--- src/rtl/dmac_chan_regs.sv ---
module dmac_chan_regs #(
  parameter int SHIFT = 0
) (
  input  logic              clk,
  input  logic              rst_n,
  input  logic              reg_en,
  input  logic              reg_wr,
  input  logic [7:0]        reg_addr,
  input  logic [7:0]        reg_wdata,
  output logic [7:0]        rd_data,
  input  logic              ptr_clr,
  input  logic [3:0]        dir_down,
  input  logic              prog_we,
  input  logic [1:0]        prog_chan,
  input  logic [16+SHIFT-1:0] prog_val
);
  localparam int CW = 16 + SHIFT;
  localparam int NCH = 4;

  logic [15:0]   base_a [NCH];
  logic [15:0]   base_c [NCH];
  logic [CW-1:0] cur_a  [NCH];
  logic [CW-1:0] prog   [NCH];
  logic          ptr;

  logic [7:0] sh_addr;
  logic [3:0] idx;
  logic [1:0] ch;
  logic       hit, is_cnt, wr_lo, wr_hi;

  assign sh_addr = reg_addr >> SHIFT;
  assign idx     = sh_addr[3:0];
  assign ch      = idx[2:1];
  assign is_cnt  = idx[0];
  assign hit     = reg_en & ~idx[3];
  assign wr_lo   = hit & reg_wr & ~ptr;
  assign wr_hi   = hit & reg_wr & ptr;

  logic [CW-1:0] rval, rsh;
  always_comb begin
    if (is_cnt)
      rval = (CW'(base_c[ch]) << SHIFT) - prog[ch];
    else if (dir_down[ch])
      rval = cur_a[ch] - prog[ch];
    else
      rval = cur_a[ch] + prog[ch];
    rsh = rval >> (SHIFT + (ptr ? 8 : 0));
  end
  assign rd_data = (hit & ~reg_wr) ? rsh[7:0] : 8'h00;

  always_ff @(posedge clk) begin
    if (!rst_n) ptr <= 1'b0;
    else if (ptr_clr) ptr <= 1'b0;
    else if (hit) ptr <= ~ptr;
  end

  logic [15:0] new_base_a;
  assign new_base_a = is_cnt ? base_a[ch] : {reg_wdata, base_a[ch][7:0]};

  always_ff @(posedge clk) begin
    for (int i = 0; i < NCH; i++) begin
      if (!rst_n) begin
        base_a[i] <= '0;
        base_c[i] <= '0;
        cur_a[i]  <= '0;
        prog[i]   <= '0;
      end else begin
        if (wr_lo && ch == i[1:0]) begin
          if (is_cnt) base_c[i][7:0] <= reg_wdata;
          else        base_a[i][7:0] <= reg_wdata;
        end
        if (prog_we && prog_chan == i[1:0])
          prog[i] <= prog_val;
        if (wr_hi && ch == i[1:0]) begin
          if (is_cnt) base_c[i][15:8] <= reg_wdata;
          else        base_a[i][15:8] <= reg_wdata;
          cur_a[i] <= CW'(new_base_a) << SHIFT;
          prog[i]  <= '0;
        end
      end
    end
  end


  toggle_flip_chk: assert property (@(posedge clk) disable iff (!rst_n)
    (hit && !ptr_clr) |=> (ptr != $past(ptr)));

  ptr_clear_chk: assert property (@(posedge clk) disable iff (!rst_n)
    ptr_clr |=> !ptr);

  idle_index_chk: assert property (@(posedge clk) disable iff (!rst_n)
    (reg_en && idx[3] && !ptr_clr) |=> $stable(ptr));

  reload_prog_chk: assert property (@(posedge clk) disable iff (!rst_n)
    wr_hi |=> (prog[$past(ch)] == '0));

  reload_addr_chk: assert property (@(posedge clk) disable iff (!rst_n)
    wr_hi |=> (cur_a[$past(ch)] == (CW'(base_a[$past(ch)]) << SHIFT)));

  low_keep_chk: assert property (@(posedge clk) disable iff (!rst_n)
    (wr_lo && !(prog_we && prog_chan == ch)) |=>
      (cur_a[$past(ch)] == $past(cur_a[ch])) && (prog[$past(ch)] == $past(prog[ch])));

  rd_idle_chk: assert property (@(posedge clk) disable iff (!rst_n)
    !(hit && !reg_wr) |-> (rd_data == 8'h00));
endmodule

--- config.mk ---
export PLATFORM = sky130hd
export DESIGN_NAME = dmac_chan_regs
export DESIGN_NICKNAME = d
export VERILOG_FILES = /design/src/rtl/dmac_chan_regs.sv
export SDC_FILE = /design/constraint.sdc
export NUM_CORES = 1
export LEC_CHECK = 0
export BUFFER_PORTS_ARGS = -buffer_cell sky130_fd_sc_hd__buf_2
export CORE_UTILIZATION = 45
export CTS_CLUSTER_SIZE = 40
export DETAILED_ROUTE_END_ITERATION = 16
export SLEW_MARGIN = 20
export SYNTH_ARGS = -nofsm -noshare
export SYNTH_HDL_FRONTEND = slang
export SYNTH_SLANG_ARGS = --single-unit
--- constraint.sdc ---
create_clock -name clk -period 5.9 [get_ports clk]
set_input_delay 0.885 -clock clk [delete_from_list [all_inputs] [get_ports clk]]
set_output_delay 0.885 -clock clk [all_outputs]
set_load 0.05 [all_outputs]
==> results of run 1 <==
## repair_timing
action                     4_1_cts  5_1_grt
hold endpoints to repair         0        0
resized for setup                0        8
setup endpoints to repair        0        4
## worst max-delay path by stage
stage	endpoint	depth (start not counted)
after floorplan	rd_data[6]	17
after global placement	rd_data[4]	17
after detailed placement	rd_data[4]	17
after CTS	rd_data[4]	17
after global routing	rd_data[7]	15
final	rd_data[7]	15
## layout by cell type, fill, tap and decap left out, types with 6 or more instances in the layout
| master | Yosys | routed |
|---|---|---|
| o21ai_0 | 26 | 24 |
| nand3_1 | 11 | 11 |
| ha_1 | 31 | 31 |
| clkinv_1 | 1 | 7 |
| buf_2 | 6 | 44 |
| and3_1 | 65 | 65 |
| buf_4 | 1 | 38 |
| clkbuf_1 | 35 | 6 |
| a211oi_1 | 10 | 8 |
| mux4_1 | 8 | 8 |
| nor2_1 | 83 | 78 |
| mux4_2 | 53 | 53 |
| edfxtp_1 | 256 | 256 |
| a21oi_1 | 23 | 23 |
| inv_1 | 30 | 30 |
| xnor2_1 | 27 | 27 |
| mux2i_1 | 10 | 10 |
| nor2b_1 | 7 | 7 |
| and2_1 | 161 | 161 |
| nand2b_1 | 10 | 10 |
| nand2_1 | 25 | 25 |
| nor3_1 | 12 | 11 |
| clkbuf_16 | 0 | 28 |
## metrics by stage
stage	util [%]	setup WS, ns
after global placement	48.84	0.06013
after CTS	51.93	0.04002
after floorplan	-	0.01018
final	52.07	0.2129
after global routing	52.07	0.01596
after detailed placement	48.84	0.03479
## layout make-up
cell class | count | share of cell area, %
flip-flops and latches | 257 | 51.71
inverters | 31 | 0.7807
well taps | 384 | 3.223
clock buffers | 34 | 4.852
clock inverters | 17 | 1.091
repair buffers | 86 | 3.727
multi-input cells | 630 | 34.62
## cells by family after synthesis
logic type                 count (synthesis)  share of synthesized area [%]
adders and majority gates                 33                          3.269
muxes                                     72                          11.58
buffers and inverters                     81                          2.466
DFF                                      257                          58.88
AOI/OAI and AO/OA                         96                          4.712
xor gates and xnor gates                  32                          2.141
and+or+nand+nor                          397                          16.96
## power by group through the flow
stage                     Clock [uW]  Combinational (uW)  Sequential, uW
final                           1660                 712            2090
after global routing            1750                 782            2100
after CTS                       1690                 712            2090
after detailed placement           0                 708            2130
after global placement             0                 706            2130
after floorplan                    0                 490            2120
## sequential cells by signal, summed over array words and instances (netlist names)
signal and flops:
base_a 64, cur_a 64, base_c 64, ptr 1, prog 64
## layer usage
| metal | wire length (um) | GRT usage (%) | up-vias |
|---|---|---|---|
| met5 | 12 | 0 | - |
| met4 | 645 | 4.836 | 2 |
| met3 | 1519 | 3.386 | 44 |
| met2 | 14730 | 34.74 | 176 |
| met1 | 13590 | 28.70 | 3895 |
| li1 | - | - | 3758 |
## worst max-delay path, delay by kind of cell
kind,cells,cell delay (ns)
compound gates,3,0.63
xor+xnor,1,0.11
fa+ha+maj,1,0.35
buf+inv,2,0.46
mux,1,0.67
simple gates,7,1.69
==> results.yml, run 1 <==
status:
  status: "finished clean"
finish:
  layout-drive-gt1-share_pct: 19.15
  layout.nets: 1111
  final-seq-area_um2: 7707
  final_cells: 1439
  area_growth_pct: 13.87
  fillCellCount: 2447
  n_antenna_cell: 0
  final_area_um2: 14910
  multi_input_area_um2: 5160
power_and_ir_drop:
  power_frac_clock_pct: 37.3
  p_sw_uw: 1134
  internal-power_uw: 3331
  p_leak_uw: 0.005852
  power_uw: 4466
  seqPwrFrac_pct: 46.8
  comb_power_share_pct: 16.0
  switching_share_pct: 25.40
  ir_worst_vdd_mv: 0.2430
  power-per-cell-area_nw_per_um2: 299.6
timing:
  finClkSkew_ns: 0.02566
  holdWs_ns: 0.5023
  relSlewSlack_pct: 32.18
  rsz0062_at_grt: "false"
  fin_crit_sh_pct: 96.39
  period_minus_slack_ns: 5.687
  finalHoldViolations: 0
  setup_viol: 0
  drv_slew: 0
  worstMarginPinSlew_ns: 1.016
  fin_setup_tns_ns: 0
  max_freq_mhz: 175.8
setup_path:
  cp_slowest_stage_delay_ns: 0.67
  end_kind: "output port"
  crit_start: "reg_addr[1]"
  rrSetupSlack_ns: 2.77
  crit_path_start_kind: "input port"
  crit_path_top_delay_cell: "mux4_1"
  timing.rr.end: "prog[2][5]"
  cp.required_ns: 5.02
  rr_worst_depth: 7
  crit_top_cell: "nor4_4"
  cp_max_fo: 11
  r2r-start: "ptr"
  path_cells: "buf_4 > mux4_1 > nor4_4 > nand4_1 > or3_4 > o21bai_1 > xnor2_1 > ha_1 > nand3_1 > a211oi_2 > nor3_1 > or4_1 > a21oi_1 > nor4_4 > buf_2"
  arrival_ns: 4.80
  path_class: "in -> out"
min_path:
  hold_depth: 2
  hold_path_class: "in -> reg"
  hold_end: "ptr"
  holdCritStartpoint: "ptr_clr"
global_routing:
  grt_max_degree: 64
  globalRouteOverflowTotal: 0
  grt_pass1_vias: 7861
  grt_use_total_pct: 20.84
  antenna_found_initial: 2
  grt_first_pass_wirelength_um: 46830
yosys:
  ys_types: 54
  yosysMostFrequentCell: "edfxtp_1"
  synth_edf_count: 256
  synthTopCellsByArea: "edfxtp_1 (59%), mux4_2 (9.1%), and2_1 (7.7%), and3_1 (3.1%), ha_1 (3.0%)"
  synth_nets: 1045
  synth_commonest_cells: "edfxtp_1 (256), and2_1 (161), nor2_1 (83), and3_1 (65), mux4_2 (53)"
  yosys_most_used_dff: "edfxtp_1"
  synth_cells: 968
  ys_warn_count: 0
  ys_seq_area_share_pct: 58.88
  synth_area_per_cell_um2: 13.52
  async_reset_ff_share_pct: 0
  yosys_register_bits: 257
  netlist_area_um2: 13090
  synth_top_cell_by_area: "edfxtp_1"
  synth_top_cell_area_share_pct: 58.73
place:
  placed_cells: 1388
  dp_hpwl_um: 21220
  placed_area_um2: 13980
  portBuffers: 47
  gp_congestion: 0.8542
clock_network:
  cts_tree: "yes"
  cts_root_buf: "clkbuf_16"
  numCtsBuffers: 28
  clockBufferDepth: 3
  clock_latency_ns: 0.56
  clk_pin_slew_ns: 0.06
  cts_max_level: 1
  postCtsSetupBuffers: 0
  cts_sinks: 257
  cts_hold_buf: 0
detailed_routing:
  vias: 7875
  drtIter0Drc: 538
  wl_um: 30500
  drcViolationCount: 0
  dr.pass1.iters: 5
  final_antenna_net_count: 0
  routed_via_density: 5.473
  wire_per_inst_um: 21.19
floorplanning:
  coreArea_um2: 28630
  initial_core_util_pct: 45.73
  die_h_um: 172.6
  io_pins: 52
  die-area_um2: 29780
  num_rows: 62
  die_w_um: 172.6
run:
  cap_violations: 0
No activity file was read; power rests on OpenSTA's default activity.
==> inputs of run 2 (changes only) <==
- PLACE_DENSITY: default -> 0.72
==> run 2 against run 1 <==
Effect of this change:
- first-iteration DRC count increased by 34%
- final area shrank 1.2%
- count of clock-buffer cells in the layout is 6 lower
- power is 3.0% lower
- largest power group unchanged
- core utilization fell by 0.60 points
- maximum frequency rose by 0.63%
- register-to-register slack got worse by 0.22 ns
- setup slack better by 0.035 ns
==> results.yml, run 2 (synthesized netlist as in run 1, its figures left out) <==
power_and_ir_drop:
  power_frac_clock_pct: 35.7
  power-per-cell-area_nw_per_um2: 294.1
  switching_share_pct: 25.94
  seqPwrFrac_pct: 48.2
  internal-power_uw: 3209
  ir_worst_vdd_mv: 0.2629
  p_leak_uw: 0.005771
  p_sw_uw: 1124
  comb_power_share_pct: 16.1
timing:
  worstMarginPinSlew_ns: 1.022
  setup_viol: 0
  relSlewSlack_pct: 31.80
  drv_slew: 0
  fin_setup_tns_ns: 0
  rsz0062_at_grt: "false"
  finClkSkew_ns: 0.02597
  fin_crit_sh_pct: 95.79
  finalHoldViolations: 0
  holdWs_ns: 0.5143
  max_freq_mhz: 176.9
  period_minus_slack_ns: 5.652
clock_network:
  cts_hold_buf: 0
  postCtsSetupBuffers: 0
  cts_tree: "yes"
  clock_latency_ns: 0.54
  cts_sinks: 257
  cts_root_buf: "clkbuf_16"
  clk_pin_slew_ns: 0.06
  cts_max_level: 1
  numCtsBuffers: 26
  clockBufferDepth: 3
  cts-resized-gates: 0
detailed_routing:
  routed_via_density: 5.603
  vias: 7995
  dr.pass1.iters: 5
  drcViolationCount: 0
  final_antenna_net_count: 0
  wl_um: 29910
  wire_per_inst_um: 20.96
  drtIter0Drc: 721
place:
  gp_congestion: 0.8792
  portBuffers: 47
  dp_hpwl_um: 20710
setup_path:
  crit_top_cell: "buf_4"
  arrival_ns: 4.77
  cp.required_ns: 5.02
  path_class: "in -> out"
  cp_slowest_stage_delay_ns: 0.53
  end_kind: "output port"
  rrSetupSlack_ns: 2.55
  crit_path_top_delay_cell: "mux4_2"
  crit_path_start_kind: "input port"
  cp_max_fo: 8
  path_cells: "buf_4 > buf_4 > mux4_2 > inv_1 > ha_1 > mux2_2 > fa_1 > nand2b_1 > a21oi_1 > o2111ai_1 > a21o_1 > nand3b_1 > a211oi_1 > or3_1 > a311oi_4 > clkbuf_4"
finish:
  area_growth_pct: 12.55
  n_antenna_cell: 0
  layout.nets: 1100
  fillCellCount: 2406
  most-common-layout-cells: "edfxtp_1 (256), and2_1 (161), nor2_1 (78)"
  layout_commonest_cell: "edfxtp_1"
  layout-drive-gt1-share_pct: 18.60
status:
  status: "finished clean"
global_routing:
  grt_first_pass_wirelength_um: 46090
  globalRouteOverflowTotal: 0
  antenna_found_initial: 0
  grt_max_degree: 64
  grt_use_total_pct: 20.27
  grt_pass1_vias: 8001
floorplanning:
  coreArea_um2: 28630
  io_pins: 52
  num_rows: 62
  die-area_um2: 29780
  initial_core_util_pct: 45.73
  die_w_um: 172.6
  die_h_um: 172.6
min_path:
  hold_path_class: "reg -> reg"
run:
  cap_violations: 0
## run 2: path summary, 6_finish.rpt
path,from,endpoint,depth (start not counted)
setup / recovery,reg_addr[1],rd_data[4],16
setup reg to reg,ptr,prog[1][10],7
hold reg to reg,base_a[3][4],cur_a[3][4],1
hold / removal,base_a[3][4],cur_a[3][4],1
## run 2: final cells by class
cell class	count	area [um2]	area share (%)
clock buffer	28	658.1	4.467
clock inverter	20	141.4	0.9597
inverter	31	116.4	0.7898
multi-input combinational	630	5160	35.02
sequential	257	7707	52.31
tap	384	480.5	3.261
timing repair buffer	77	469.2	3.185
## run 2: stage by stage
step / util, % / setup slack, ns / cells / area, um2 / power, uW
2_1_floorplan: - / 0.01018 / 968 / 13160 / 2608
3_3_place_gp: 48.54 / 0.1830 / 1379 / 13890 / 2802
3_5_place_dp: 48.54 / 0.1311 / 1379 / 13890 / 2812
4_1_cts: 51.33 / 0.1098 / 1427 / 14690 / 4339
5_1_grt: 51.47 / 0.01157 / 1427 / 14730 / 4488
6_report: 51.47 / 0.2482 / 1427 / 14730 / 4333
## run 2: power by group through the flow
stage | clock network [uW] | logic (uW) | registers [uW]
finish | 1550 | 697 | 2090
global route | 1630 | 760 | 2090
CTS | 1560 | 687 | 2090
detailed placement | 0 | 683 | 2130
global placement | 0 | 678 | 2120
floorplan | 0 | 490 | 2120
## run 2: metal layers
metal  track usage [%]  vias up  part of all wire, %
met3             2.726       42                  5.7
met1             28.00     3975                   44
li1                  -     3724                    -
met5                 0        -                    0
met2             33.53      254                   48
met4             6.027        0                  2.5
## run 2: critical path: cells and delay by family
family	cells	cell delay, ns
simple gates	3	0.63
compound gates	5	1.04
fa+ha+maj	2	0.63
buf+inv	4	0.72
mux	2	0.85
==> inputs of run 3 (changes only) <==
- CORE_UTILIZATION: 45 -> 35
- GPL_TIMING_DRIVEN: default -> 0
- PLACE_DENSITY: 0.72 -> 0.6
==> run 3 against run 2 <==
Effect of this change:
- hold slack improved by 0.0014 ns
- non-clock buffer count increased by 32
- setup slack got worse by 0.14 ns
- via count increased by 3.6%
- critical path depth unchanged
- die area increased by 28%
- power increased by 4.4%
- core utilization decreased by 10 points
- sequential share of layout area decreased by 1.4 points
- register-to-register slack got worse by 0.10 ns
- final cell count increased by 8.3%
==> results.yml, run 3 (synthesized netlist as in run 1, its figures left out) <==
setup_path:
  crit_path_top_delay_cell: "mux4_2"
  cp_top_family: "simple AND/OR/NAND/NOR gates"
  cp_slowest_stage_delay_ns: 0.57
  crit_path_start_kind: "input port"
  crit_buf_inv: 3
  path_cells: "clkbuf_4 > buf_12 > mux4_2 > nor4_4 > nand4_1 > or3_4 > nor2b_1 > xnor2_1 > ha_1 > nand3_1 > a211oi_2 > nor3_2 > or4_1 > a21oi_2 > nor4_4 > buf_6"
  path_class: "in -> out"
  arrival_ns: 4.91
  crit_top_cell: "nor4_4"
  cp_max_fo: 9
  cp.required_ns: 5.02
  end_kind: "output port"
timing:
  worstMarginPinSlew_ns: 1.002
  drv_slew: 0
  fin_ws_ns: 0.1073
  rsz0062_at_grt: "true"
  fin_crit_sh_pct: 98.18
  finalHoldViolations: 0
  finClkSkew_ns: 0.02585
  max_freq_mhz: 172.6
  setup_viol: 0
  period_minus_slack_ns: 5.793
  relSlewSlack_pct: 33.19
power_and_ir_drop:
  p_leak_uw: 0.005858
  power-per-cell-area_nw_per_um2: 298.6
  power_uw: 4522
  ir_worst_vdd_mv: 0.1898
detailed_routing:
  drcViolationCount: 0
  dr.pass1.iters: 5
  vias: 8282
  routed_via_density: 5.361
  wire_per_inst_um: 22.08
  drtIter0Drc: 685
  wl_um: 34110
  final_antenna_net_count: 0
global_routing:
  grt_use_total_pct: 17.96
  grt_pass1_vias: 8379
  antenna_found_initial: 1
  grt_first_pass_wirelength_um: 51180
  grt_max_degree: 20
  globalRouteOverflowTotal: 0
finish:
  fillCellCount: 3390
  layout_commonest_cell: "edfxtp_1"
  final_util_pct: 41.26
  layout.nets: 1134
  final_cells: 1545
  layout-drive-gt1-share_pct: 18.29
  n_antenna_cell: 0
  area_growth_pct: 15.69
  most-common-layout-cells: "edfxtp_1 (256), and2_1 (161), nor2_1 (81)"
floorplanning:
  coreArea_um2: 36700
  die_h_um: 195.4
  io_pins: 52
  num_rows: 70
  die-area_um2: 38180
  die_w_um: 195.4
  initial_core_util_pct: 35.67
clock_network:
  clockBufferDepth: 3
  cts_tree: "yes"
  clk_pin_slew_ns: 0.06
  cts_hold_buf: 0
  clock_latency_ns: 0.56
  numCtsBuffers: 28
  cts_max_level: 1
  cts_root_buf: "clkbuf_16"
  cts_sinks: 257
place:
  placed_cells: 1483
  dp_slack_ns: -1.432
  portBuffers: 46
  gp_congestion: 0.9184
  dp_hpwl_um: 24750
min_path:
  hold_path_class: "reg -> reg"
run:
  cap_violations: 0
status:
  status: "finished clean"
-- run 3: changes by cell type in the layout (fill, tap and decap cells not counted), sizes merged --
cell / delta
clkbuf: +39
clkinvlp: -3
inv: -1
clkinv: +2
buf: -4
bufinv: +1
-- run 3: what timing repair did --
| action | 4_1_cts | 5_1_grt |
|---|---|---|
| setup buffers | 6 | 8 |
| pin swaps | 4 | 9 |
| resized for setup | 37 | 21 |
| endpoints found under the setup margin | 8 | 8 |
-- run 3: report_power, final --
part / internal, uW / switching [uW] / leakage, uW / total (uW)
sequential: 2070 / 16.9 / 0.00271 / 2090
combinational: 302 / 447 / 0.00272 / 749
clock: 958 / 726 / 0.000430 / 1680
-- run 3: path summary, 6_finish.rpt --
check | endpoint | startpoint | slack (ns) | depth (start not counted)
hold / removal | cur_a[3][7] | base_a[3][7] | 0.52 | 1
hold reg to reg | cur_a[3][7] | base_a[3][7] | 0.52 | 1
setup reg to reg | prog[1][9] | ptr | 2.45 | 8
setup / recovery | rd_data[7] | reg_addr[1] | 0.11 | 16
-- run 3: area by class of cell --
| cell class | count | area, um2 | area share, % |
|---|---|---|---|
| sequential | 257 | 7707 | 50.90 |
| buffer | 48 | 271.5 | 1.793 |
| clock buffer | 31 | 711.9 | 4.701 |
| multi-input combinational | 630 | 5204 | 34.36 |
| clock inverter | 19 | 167.7 | 1.107 |
| tap | 468 | 585.6 | 3.867 |
| inverter | 31 | 116.4 | 0.7684 |
| timing repair buffer | 61 | 379.1 | 2.504 |
-- run 3: through the flow --
step / hold WS, ns / cell area (um2) / TNS (ns)
6_report: 0.5157 / 15140 / 0
2_1_floorplan: 0.4967 / 13160 / 0
4_1_cts: 0.5131 / 15010 / 0
5_1_grt: 0.5289 / 15140 / -0.04858
3_3_place_gp: 0.5024 / 13970 / -8.998
3_5_place_dp: 0.5034 / 13990 / -9.094
-- run 3: routing by layer --
| metal | global-route usage, % | vias to the layer above | wire [um] |
|---|---|---|---|
| met4 | 6.183 | 2 | 1167 |
| met2 | 28.20 | 277 | 15550 |
| li1 | - | 3791 | - |
| met3 | 2.867 | 70 | 1993 |
| met5 | 0 | - | 11 |
| met1 | 25.30 | 4142 | 15390 |
